==> src/rtl/fbg_pkg.sv <==
// Package: shared defaults and the write-select encoding of the
// fractional baud generator.
package fbg_pkg;

    localparam int FBG_INT_W_DEF  = 16;
    localparam int FBG_FRAC_W_DEF = 6;
    localparam int FBG_OS_DEF     = 16;

    // Register chosen by the write port
    typedef enum logic {
        FBG_SEL_INT  = 1'b0,
        FBG_SEL_FRAC = 1'b1
    } fbg_sel_e;

endpackage

==> src/rtl/fbg_div_regs.sv <==
// Divisor registers: hold the integer and fractional divisor written
// through the write port. Assumes FRAC_W <= INT_W; the fraction takes
// the low FRAC_W bits of the write data.
module fbg_div_regs
    import fbg_pkg::*;
#(
    parameter int INT_W  = FBG_INT_W_DEF,
    parameter int FRAC_W = FBG_FRAC_W_DEF
) (
    input  logic              clk,
    input  logic              rst_n,
    input  logic              wr_en,
    input  fbg_sel_e          wr_sel,
    input  logic [INT_W-1:0]  wr_data,
    output logic [INT_W-1:0]  div_int,
    output logic [FRAC_W-1:0] div_frac
);

    // Load the addressed divisor register on a write
    always_ff @(posedge clk) begin
        if (!rst_n) begin
            div_int  <= '0;
            div_frac <= '0;
        end else if (wr_en) begin
            case (wr_sel)
                FBG_SEL_INT:  div_int  <= wr_data;
                FBG_SEL_FRAC: div_frac <= wr_data[FRAC_W-1:0];
                default:      div_int  <= div_int;
            endcase
        end
    end

endmodule

==> src/rtl/fbg_period_gen.sv <==
// Period generator: counts oversample periods of div_int clocks and
// stretches a period by one clock whenever the fractional accumulator
// carries. Divisors are sampled only at a period boundary. A zero
// integer divisor holds the generator at the boundary with no strobe.
// Low enable clears the counter and the accumulator.
module fbg_period_gen
    import fbg_pkg::*;
#(
    parameter int INT_W  = FBG_INT_W_DEF,
    parameter int FRAC_W = FBG_FRAC_W_DEF
) (
    input  logic              clk,
    input  logic              rst_n,
    input  logic              enable,
    input  logic [INT_W-1:0]  div_int,
    input  logic [FRAC_W-1:0] div_frac,
    output logic              tick_nxt,
    output logic              os_tick
);

    localparam int CNT_W = INT_W + 1;

    logic [CNT_W-1:0]  rem_q, rem_d;
    logic [FRAC_W-1:0] acc_q, acc_d;
    logic [FRAC_W:0]   acc_sum;
    logic [CNT_W-1:0]  len;
    logic              at_bound;
    logic              div_ok;
    logic              tick_d;

    assign at_bound = (rem_q == '0);
    assign div_ok   = (div_int != '0);
    assign acc_sum  = {1'b0, acc_q} + {1'b0, div_frac};
    assign len      = {1'b0, div_int} + CNT_W'(acc_sum[FRAC_W]);

    // Next counter, accumulator and strobe for this cycle
    always_comb begin
        rem_d  = rem_q;
        acc_d  = acc_q;
        tick_d = 1'b0;
        if (at_bound) begin
            if (div_ok) begin
                rem_d  = len - CNT_W'(1);
                acc_d  = acc_sum[FRAC_W-1:0];
                tick_d = (len == CNT_W'(1));
            end
        end else begin
            rem_d  = rem_q - CNT_W'(1);
            tick_d = (rem_q == CNT_W'(1));
        end
    end

    assign tick_nxt = enable & tick_d;

    // Register timing state; cleared by reset or by low enable
    always_ff @(posedge clk) begin
        if (!rst_n || !enable) begin
            rem_q   <= '0;
            acc_q   <= '0;
            os_tick <= 1'b0;
        end else begin
            rem_q   <= rem_d;
            acc_q   <= acc_d;
            os_tick <= tick_d;
        end
    end

endmodule

==> src/rtl/fbg_bit_div.sv <==
// Bit divider: counts oversample strobes and raises the bit strobe on
// every OS-th one, registered on the same edge as the oversample
// strobe. Assumes OS >= 2. Low enable restarts the count.
module fbg_bit_div
    import fbg_pkg::*;
#(
    parameter int OS = FBG_OS_DEF
) (
    input  logic clk,
    input  logic rst_n,
    input  logic enable,
    input  logic tick_nxt,
    output logic bit_tick
);

    localparam int SUB_W = $clog2(OS);
    localparam logic [SUB_W-1:0] SUB_LAST = SUB_W'(OS - 1);

    logic [SUB_W-1:0] sub_q;

    // Count oversample strobes within one bit time
    always_ff @(posedge clk) begin
        if (!rst_n || !enable) begin
            sub_q    <= '0;
            bit_tick <= 1'b0;
        end else begin
            bit_tick <= tick_nxt && (sub_q == SUB_LAST);
            if (tick_nxt) begin
                sub_q <= (sub_q == SUB_LAST) ? '0 : sub_q + SUB_W'(1);
            end
        end
    end

endmodule

==> src/rtl/frac_baud_gen.sv <==
// Fractional baud generator top: divisor registers, period generator
// and bit divider. Assumes the divisors are normally rewritten while
// the enable is low; a write while running applies at the next period.
module frac_baud_gen
    import fbg_pkg::*;
#(
    parameter int INT_W  = FBG_INT_W_DEF,
    parameter int FRAC_W = FBG_FRAC_W_DEF,
    parameter int OS     = FBG_OS_DEF
) (
    input  logic             clk,
    input  logic             rst_n,
    input  logic             enable,
    input  logic             wr_en,
    input  logic             wr_sel,
    input  logic [INT_W-1:0] wr_data,
    output logic             os_tick,
    output logic             bit_tick
);

    logic [INT_W-1:0]  div_int_q;
    logic [FRAC_W-1:0] div_frac_q;
    logic              tick_nxt;
    fbg_sel_e          sel;

    assign sel = fbg_sel_e'(wr_sel);

    fbg_div_regs #(.INT_W(INT_W), .FRAC_W(FRAC_W)) u_regs (
        .clk      (clk),
        .rst_n    (rst_n),
        .wr_en    (wr_en),
        .wr_sel   (sel),
        .wr_data  (wr_data),
        .div_int  (div_int_q),
        .div_frac (div_frac_q)
    );

    fbg_period_gen #(.INT_W(INT_W), .FRAC_W(FRAC_W)) u_period (
        .clk      (clk),
        .rst_n    (rst_n),
        .enable   (enable),
        .div_int  (div_int_q),
        .div_frac (div_frac_q),
        .tick_nxt (tick_nxt),
        .os_tick  (os_tick)
    );

    fbg_bit_div #(.OS(OS)) u_bitdiv (
        .clk      (clk),
        .rst_n    (rst_n),
        .enable   (enable),
        .tick_nxt (tick_nxt),
        .bit_tick (bit_tick)
    );

endmodule

==> config.mk <==
export PLATFORM = sky130hd
export DESIGN_NAME = frac_baud_gen
export DESIGN_NICKNAME = d
export VERILOG_FILES = /design/src/rtl/fbg_pkg.sv /design/src/rtl/fbg_div_regs.sv /design/src/rtl/fbg_period_gen.sv /design/src/rtl/fbg_bit_div.sv /design/src/rtl/frac_baud_gen.sv
export SDC_FILE = /design/constraint.sdc
export NUM_CORES = 1
export LEC_CHECK = 0
export CELL_PAD_IN_SITES_DETAIL_PLACEMENT = 1
export CELL_PAD_IN_SITES_GLOBAL_PLACEMENT = 2
export CORE_ASPECT_RATIO = 0.5
export CORE_MARGIN = 1.5
export CORE_UTILIZATION = 36
export CTS_CLUSTER_DIAMETER = 30
export DETAILED_ROUTE_END_ITERATION = 16
export GPL_ROUTABILITY_DRIVEN = 0
export GPL_TIMING_DRIVEN = 0
export PLACE_DENSITY = 0.84
export SYNTH_ARGS = -nofsm -noshare
export SYNTH_HDL_FRONTEND = slang
export SYNTH_HIERARCHICAL = 1
export SYNTH_SLANG_ARGS = --single-unit
export TNS_END_PERCENT = 30
==> constraint.sdc <==
create_clock -name clk -period 4.1 [get_ports clk]
set_clock_uncertainty 0.05 [all_clocks]
set_input_delay 0.615 -clock clk [delete_from_list [all_inputs] [get_ports clk]]
set_output_delay 0.615 -clock clk [all_outputs]
set_load 0.03 [all_outputs]
Word level (Yosys, flattened, before mapping)

Index checks and enable logic that the tools add are counted.
W data, S select, Z words.

$add $sub $neg: 5
Equal/unequal tests: 4
Mux-type cells: 5
Bitwise operators: 2
Reductions and logical operators: 9

Operator list:

| cell                    | count |
|---|---|
| $eq A17 B1 Y1 const B   | 2 |
| $mux W17                | 2 |
| $sub A17 B1 Y17 const B | 2 |
| $add A16 B1 Y17         | 1 |
| $logic_not A17 Y1       | 1 |
| $reduce_bool A16 Y1     | 1 |
| $add A6 B6 Y7           | 1 |
| $reduce_and A2 Y1       | 3 |
| $add A4 B1 Y4 const B   | 1 |
| $eq A4 B4 Y1 const B    | 1 |
| $mux W4                 | 1 |
| $logic_not A1 Y1        | 2 |
| $mux W1                 | 2 |
| $ne A2 B2 Y1 const B    | 1 |
| $and A1 B1 Y1           | 1 |
| $logic_and A1 B1 Y1     | 1 |
| $logic_or A1 B1 Y1      | 1 |
| $not A1 Y1              | 1 |

Bits in registers: 51
Bits of input ports: 21
Output and inout bits: 2
Word-level logic and storage cells: 32

Depth between registers and ports, before layout

Word-level depth: 7
Depth in mapped cells: 20
Gate-level depth less buffers: 19

By module

The synthesis kept the hierarchy.

By module, submodules not included:

| module         | times used | cells each | area each (um^2) | sequential area each (um^2) |
|---|---|---|---|---|
| fbg_period_gen | 1          | 293        | 2322.2           | 480.5 |
| fbg_div_regs   | 1          | 91         | 892.1            | 440.4 |
| fbg_bit_div    | 1          | 24         | 212.7            | 100.1 |

Worst setup path before layout

Ideal clock, no wire load.

Kind: register to register
Start point: reg u_regs.div_frac[0]
End point: reg u_bitdiv.sub_q[2]
Library setup time: 0.117 ns
Arrival time: 3.539 ns
Required time: 3.933 ns
Setup slack: 0.394 ns
Cell stages (with the launch flop): 21
Path buffers: 1
Clock period less this slack: 3.706 ns
Path through: dfxtp_1 -> ha_1 -> inv_1 -> fa_1 -> nor2b_1 -> o21ai_0 -> nand2b_1 -> a21oi_1 -> o21bai_1 -> ha_1 -> ha_1 -> nand2_2 -> nor4_1 -> xor2_1 -> nor4_1 -> a41oi_1 -> nor2b_1 -> clkbuf_2 -> nand2_1 -> xor2_1 -> nor2_1

Word-level cells in the longest chain between the ends: 6

RTL lines:

| element                  | RTL line             | RTL |
|---|---|---|
| start: declaration       | fbg_div_regs.sv:16   | `output logic [FRAC_W-1:0] div_frac` |
| start signal: assignment | fbg_div_regs.sv:27   | `FBG_SEL_FRAC: div_frac <= wr_data[FRAC_W-1:0];` |
| $add A6 B6 Y7            | fbg_period_gen.sv:33 | `assign acc_sum = {1'b0, acc_q} + {1'b0, div_frac};` |
| $add A16 B1 Y17          | fbg_period_gen.sv:34 | `assign len = {1'b0, div_int} + CNT_W'(acc_sum[FRAC_W]);` |
| $eq A17 B1 Y1            | fbg_period_gen.sv:45 | `tick_d = (len == CNT_W'(1));` |
| $mux W1                  | fbg_period_gen.sv:42 | `if (div_ok) begin` |
| $mux W1                  | fbg_period_gen.sv:41 | `if (at_bound) begin` |
| $and A1 B1 Y1            | fbg_period_gen.sv:53 | `assign tick_nxt = enable & tick_d;` |
| net tick_nxt             | frac_baud_gen.sv:23  | `logic tick_nxt;` |
| end signal: assignment   | fbg_bit_div.sv:29    | `sub_q <= (sub_q == SUB_LAST) ? '0 : sub_q + SUB_W'(1);` |
| end: declaration         | fbg_bit_div.sv:19    | `logic [SUB_W-1:0] sub_q;` |

The timed path passes the listed nets, and every way through them passes these cells.
A chain may end at the register's enable or synchronous reset.

Worst setup path in the final report

Start point: reg u_regs.div_frac[0]
End point: reg u_bitdiv.sub_q[3]

Same word-level chain as after synthesis.

==> parameters.txt <==
Parameter                              Value

GRT
  Number of global-route vias before repair    between 3000 and 4000
  GRT overflow    0
  Number of antenna violations at the first check in global routing    0
  Global-route wire length before repair    ~16000 um
  Total GRT Usage    0.205
  Pin count of the biggest net entering global routing    17

Flow run
  Max-cap violations    0

Power and ir drop
  Reported leakage power    1.63 nW
  Max IR drop VDD    around 0.00020 V
  Power, Total    2.12 mW
  Total power per unit cell area    slightly above 500 mW/mm2

Clock network
  Maximum clock insertion buffer count    2
  # H-tree levels    2
  Clk Tree Root Cell    sky130_fd_sc_hd__clkbuf_16
  CTS Buf Count    5
  Number of clock sinks    around 50
  Later-pin clock latency in the skew report    ~0.30 ns
  TritonCTS clock tree    yes
  Clock-pin slew of the registers on the worst-case setup and hold paths    0.07 ns
  CTS hold repair buffers    0

Logic synthesis
  Cell taking the most area after synthesis    sky130_fd_sc_hd__dfxtp_1
  Top cells by area, synth    sky130_fd_sc_hd__dfxtp_1 30%, sky130_fd_sc_hd__mux2i_1 7.6%, sky130_fd_sc_hd__nand2_1 6.1%
  XOR/XNOR Fraction of Synth Area    0.0814
  Proportion of synthesized area in mux cells    0.0759
  Net count after synthesis    443
  Most frequently used flop master after synthesis    sky130_fd_sc_hd__dfxtp_1
  Post-synthesis simple-gate area fraction    0.295
  Cell count after synthesis    between 400 and 500
  Portion of synthesized cell area occupied by the leading cell type    0.298
  Mean Syn Cell Area    around 8.4 um2
  Distinct cells, synth    70
  Synth Warn #    6
  Share of synthesized registers carrying an async set or reset    0
  Seq cells post-synth    51
  Adder-cell share of the synthesized area    0.0533
  Proportion of synthesized chip area in sequential cells    0.298
  Count of flip-flops with a built-in enable after synthesis    0
  Netlist Area Pre-Place    0.00343 mm2
  Combinational family with the most area after synthesis    simple AND/OR/NAND/NOR gates
  Share of the synthesized area in compound gates (AO/OA/AOI/OAI)    0.143

Hold path
  Launch instance of the worst min-delay path    u_regs/div_int[10]
  Min-Delay Path Class    reg2reg

Critical path
  Reg2reg start    u_regs/div_frac[0]
  Critical path data required time    4.27 ns
  Highest-delay cell along the critical path    sky130_fd_sc_hd__fa_1
  CP cell instances    ha_2, inv_1, fa_1, nor2b_1, o21ai_0, nand2b_1, a21oi_1, o21bai_2, ha_4, nand3_4, nor4_2, xor2_1, nor4_2, a41oi_2, nor2b_1, buf_4, a41oi_1, nor3_1
  Arr. time, crit path    just over 4 ns
  Critical Path Source Type    flop
  Beginning of the critical path    u_regs/div_frac[0]
  Crit path capture type    flop
  Crit path kind    reg2reg
  Crit path largest cell delay    just under 0.4 ns
  Maximum fanout along the worst path    8

Floorplan
  Number of core rows    24
  IO Pins    23
  Initial cell density of the core    0.382
  Die Width    between 100 and 150 um
  Core outline area    roughly 0.0090 mm2
  Die height    slightly above 70 um
  Die area    approximately 0.010 mm2

STA
  Unrepaired setup endpoints after global routing    true
  Number of hold-slack violations in the final timing report    0
  Count of endpoints failing setup in the final report    0
  Worst-case headroom to the max-slew limit    0.530
  Final max-slew violation count    0
  Least-Margin Pin Slew    approximately 0.70 ns
  Fmax    approximately 250 MHz
  Minimum clock period    about 3.9 ns
  Hold_ws    ~0.42 ns
  Accumulated negative setup slack    0 ns
  Final Cycle Share    0.963

Drt
  Average wire length per cell after detail routing    around 17 um
  Number of vias in the routed layout    ~3200
  Detailed-route vias per instance    between 5 and 6
  Detailed Routing Iterations Pass 1    4
  Total wirelength of the detailed-routed design    9890 um
  Residual antenna-violating net count after detailed routing    0
  DR iter-0 viols    around 110
  Post-route DRC violation count    0

Finish
  Count of antenna diodes in the layout    0
  Area of the multi-input gates    between 0.002 and 0.0025 mm2
  Final #Nets    ~480
  Fraction of layout instances using a drive strength above 1    0.151
  Area occupied by registers    between 0.001 and 0.0015 mm2
  Count of fill cells added during filler insertion    1043
  Cell area after layout    approximately 0.0042 mm2
  Area added between synthesis and finish    21.7%

Placement
  Placed wire-length estimate    7590 um
  Port bufs    22
  Cell area after placement    approximately 0.0038 mm2

Run status
  Outcome    complete, no violations
-- power by group --
group | internal (mW) | switching, mW
combinational | 0.419 | 0.626
sequential | 0.572 | 0.0801
clock | 0.229 | 0.197
total | 1.22 | 0.903
-- layer usage --
| layer | GRT usage | wire length [um] | vias to the layer above |
|---|---|---|---|
| li1 | - | - | 1553 |
| met1 | 0.271 | 4880 | 1563 |
| met2 | 0.356 | 4670 | 50 |
| met3 | 0.0376 | 286 | 5 |
| met4 | 0.0417 | 55 | 0 |
| met5 | 0 | 0 | - |
-- registers in the layout, summed over array words and instances, names as in the netlist --
register           cells
u_period/acc_q         6
u_regs/div_int        16
u_period/rem_q        17
u_bitdiv/bit_tick      1
u_regs/div_frac        6
u_bitdiv/sub_q         4
u_period/os_tick       1
-- what timing repair did --
action / CTS / global route
hold endpoints to repair: 0 / 0
resized for setup: 13 / 13
setup endpoints to repair: 11 / 13
setup buffers: 4 / 7
pin swaps: 4 / 8
-- layout make-up --
cell class | instances | share of cell area
Timing Repair Buffer | 33 | 0.0726
Clock buffer | 6 | 0.0309
Inverter | 12 | 0.0108
Multi-Input combinational cell | 325 | 0.568
Buffer | 20 | 0.0330
Tap cell | 117 | 0.0351
Clock inverter | 2 | 0.00420
Sequential cell | 51 | 0.245
-- cell usage after synthesis, types with 4 or more instances --
cell type                   n
sky130_fd_sc_hd__nand2_1   56
sky130_fd_sc_hd__a31oi_1    4
sky130_fd_sc_hd__o21ai_0   10
sky130_fd_sc_hd__ha_1      13
sky130_fd_sc_hd__nor4_1    12
sky130_fd_sc_hd__nor2_1    30
sky130_fd_sc_hd__and3_1     5
sky130_fd_sc_hd__a21oi_1   23
sky130_fd_sc_hd__and2_1     6
sky130_fd_sc_hd__buf_2      7
sky130_fd_sc_hd__xor2_1    18
sky130_fd_sc_hd__or3_1      6
sky130_fd_sc_hd__dfxtp_1   51
sky130_fd_sc_hd__mux2i_1   26
sky130_fd_sc_hd__nand4_1   12
sky130_fd_sc_hd__nand2b_1   5
sky130_fd_sc_hd__inv_1     12
sky130_fd_sc_hd__xnor2_1   12
sky130_fd_sc_hd__nor3_1    11
sky130_fd_sc_hd__nand3_1   11
sky130_fd_sc_hd__clkbuf_1   5
sky130_fd_sc_hd__a211oi_1   5
-- placed cells by master (no fill, tap or decap), types with 3 or more instances in the layout --
| cell | count |
|---|---|
| sky130_fd_sc_hd__xnor2_1 | 12 |
| sky130_fd_sc_hd__buf_6 | 3 |
| sky130_fd_sc_hd__nor4_2 | 5 |
| sky130_fd_sc_hd__buf_4 | 15 |
| sky130_fd_sc_hd__nand3_1 | 10 |
| sky130_fd_sc_hd__a21oi_1 | 23 |
| sky130_fd_sc_hd__nor4_1 | 6 |
| sky130_fd_sc_hd__or3_1 | 6 |
| sky130_fd_sc_hd__and4_1 | 3 |
| sky130_fd_sc_hd__a31oi_1 | 4 |
| sky130_fd_sc_hd__o21ai_0 | 9 |
| sky130_fd_sc_hd__nand4_1 | 12 |
| sky130_fd_sc_hd__nor2_1 | 29 |
| sky130_fd_sc_hd__xor2_1 | 17 |
| sky130_fd_sc_hd__clkdlybuf4s50_1 | 22 |
| sky130_fd_sc_hd__nand2_1 | 56 |
| sky130_fd_sc_hd__ha_1 | 10 |
| sky130_fd_sc_hd__and3_1 | 5 |
| sky130_fd_sc_hd__nor3_1 | 11 |
| sky130_fd_sc_hd__mux2i_1 | 26 |
| sky130_fd_sc_hd__buf_2 | 7 |
| sky130_fd_sc_hd__clkbuf_1 | 6 |
| sky130_fd_sc_hd__dfxtp_1 | 51 |
| sky130_fd_sc_hd__and2_1 | 6 |
| sky130_fd_sc_hd__inv_1 | 12 |
| sky130_fd_sc_hd__nand2b_1 | 5 |
| sky130_fd_sc_hd__clkbuf_16 | 5 |
| sky130_fd_sc_hd__a311oi_1 | 3 |
| sky130_fd_sc_hd__a211oi_1 | 5 |
| sky130_fd_sc_hd__nor2b_1 | 3 |
-- worst max-delay path: cells and delay by family (launching register included) --
family          cells  cell delay [ns]
flops               1             0.35
compound gates      5             0.79
xor+xnor            1             0.20
buf+inv             2             0.21
fa+ha+maj           3             0.79
simple gates        7             1.48
-- kinds of logic after synthesis --
| kind of cell | after synthesis |
|---|---|
| AOI/OAI and AO/OA | 71 |
| xor gates and xnor gates | 31 |
| adders and majority gates | 14 |
| buffers and inverters | 32 |
| DFF | 51 |
| muxes | 26 |
| and+or+nand+nor | 183 |
-- through the flow --
| stage | instances | setup WS, ns | utilization |
|---|---|---|---|
| 2_1_floorplan | 408 | 0.394 | - |
| 3_3_place_gp | 547 | -0.553 | 0.423 |
| 3_5_place_dp | 547 | -0.692 | 0.423 |
| 4_1_cts | 559 | -0.0105 | 0.449 |
| 5_1_grt | 566 | -0.0715 | 0.464 |
| 6_report | 566 | 0.151 | 0.464 |
-- final timing paths --
kind                   endpoint  slack, ns  depth (start not counted)
min          u_regs/div_int[10]       0.42                          2
max reg2reg   u_bitdiv/sub_q[3]       0.15                         18
min reg2reg  u_regs/div_int[10]       0.42                          2
max           u_bitdiv/sub_q[3]       0.15                         18
Power figures use the tool's default switching activity.
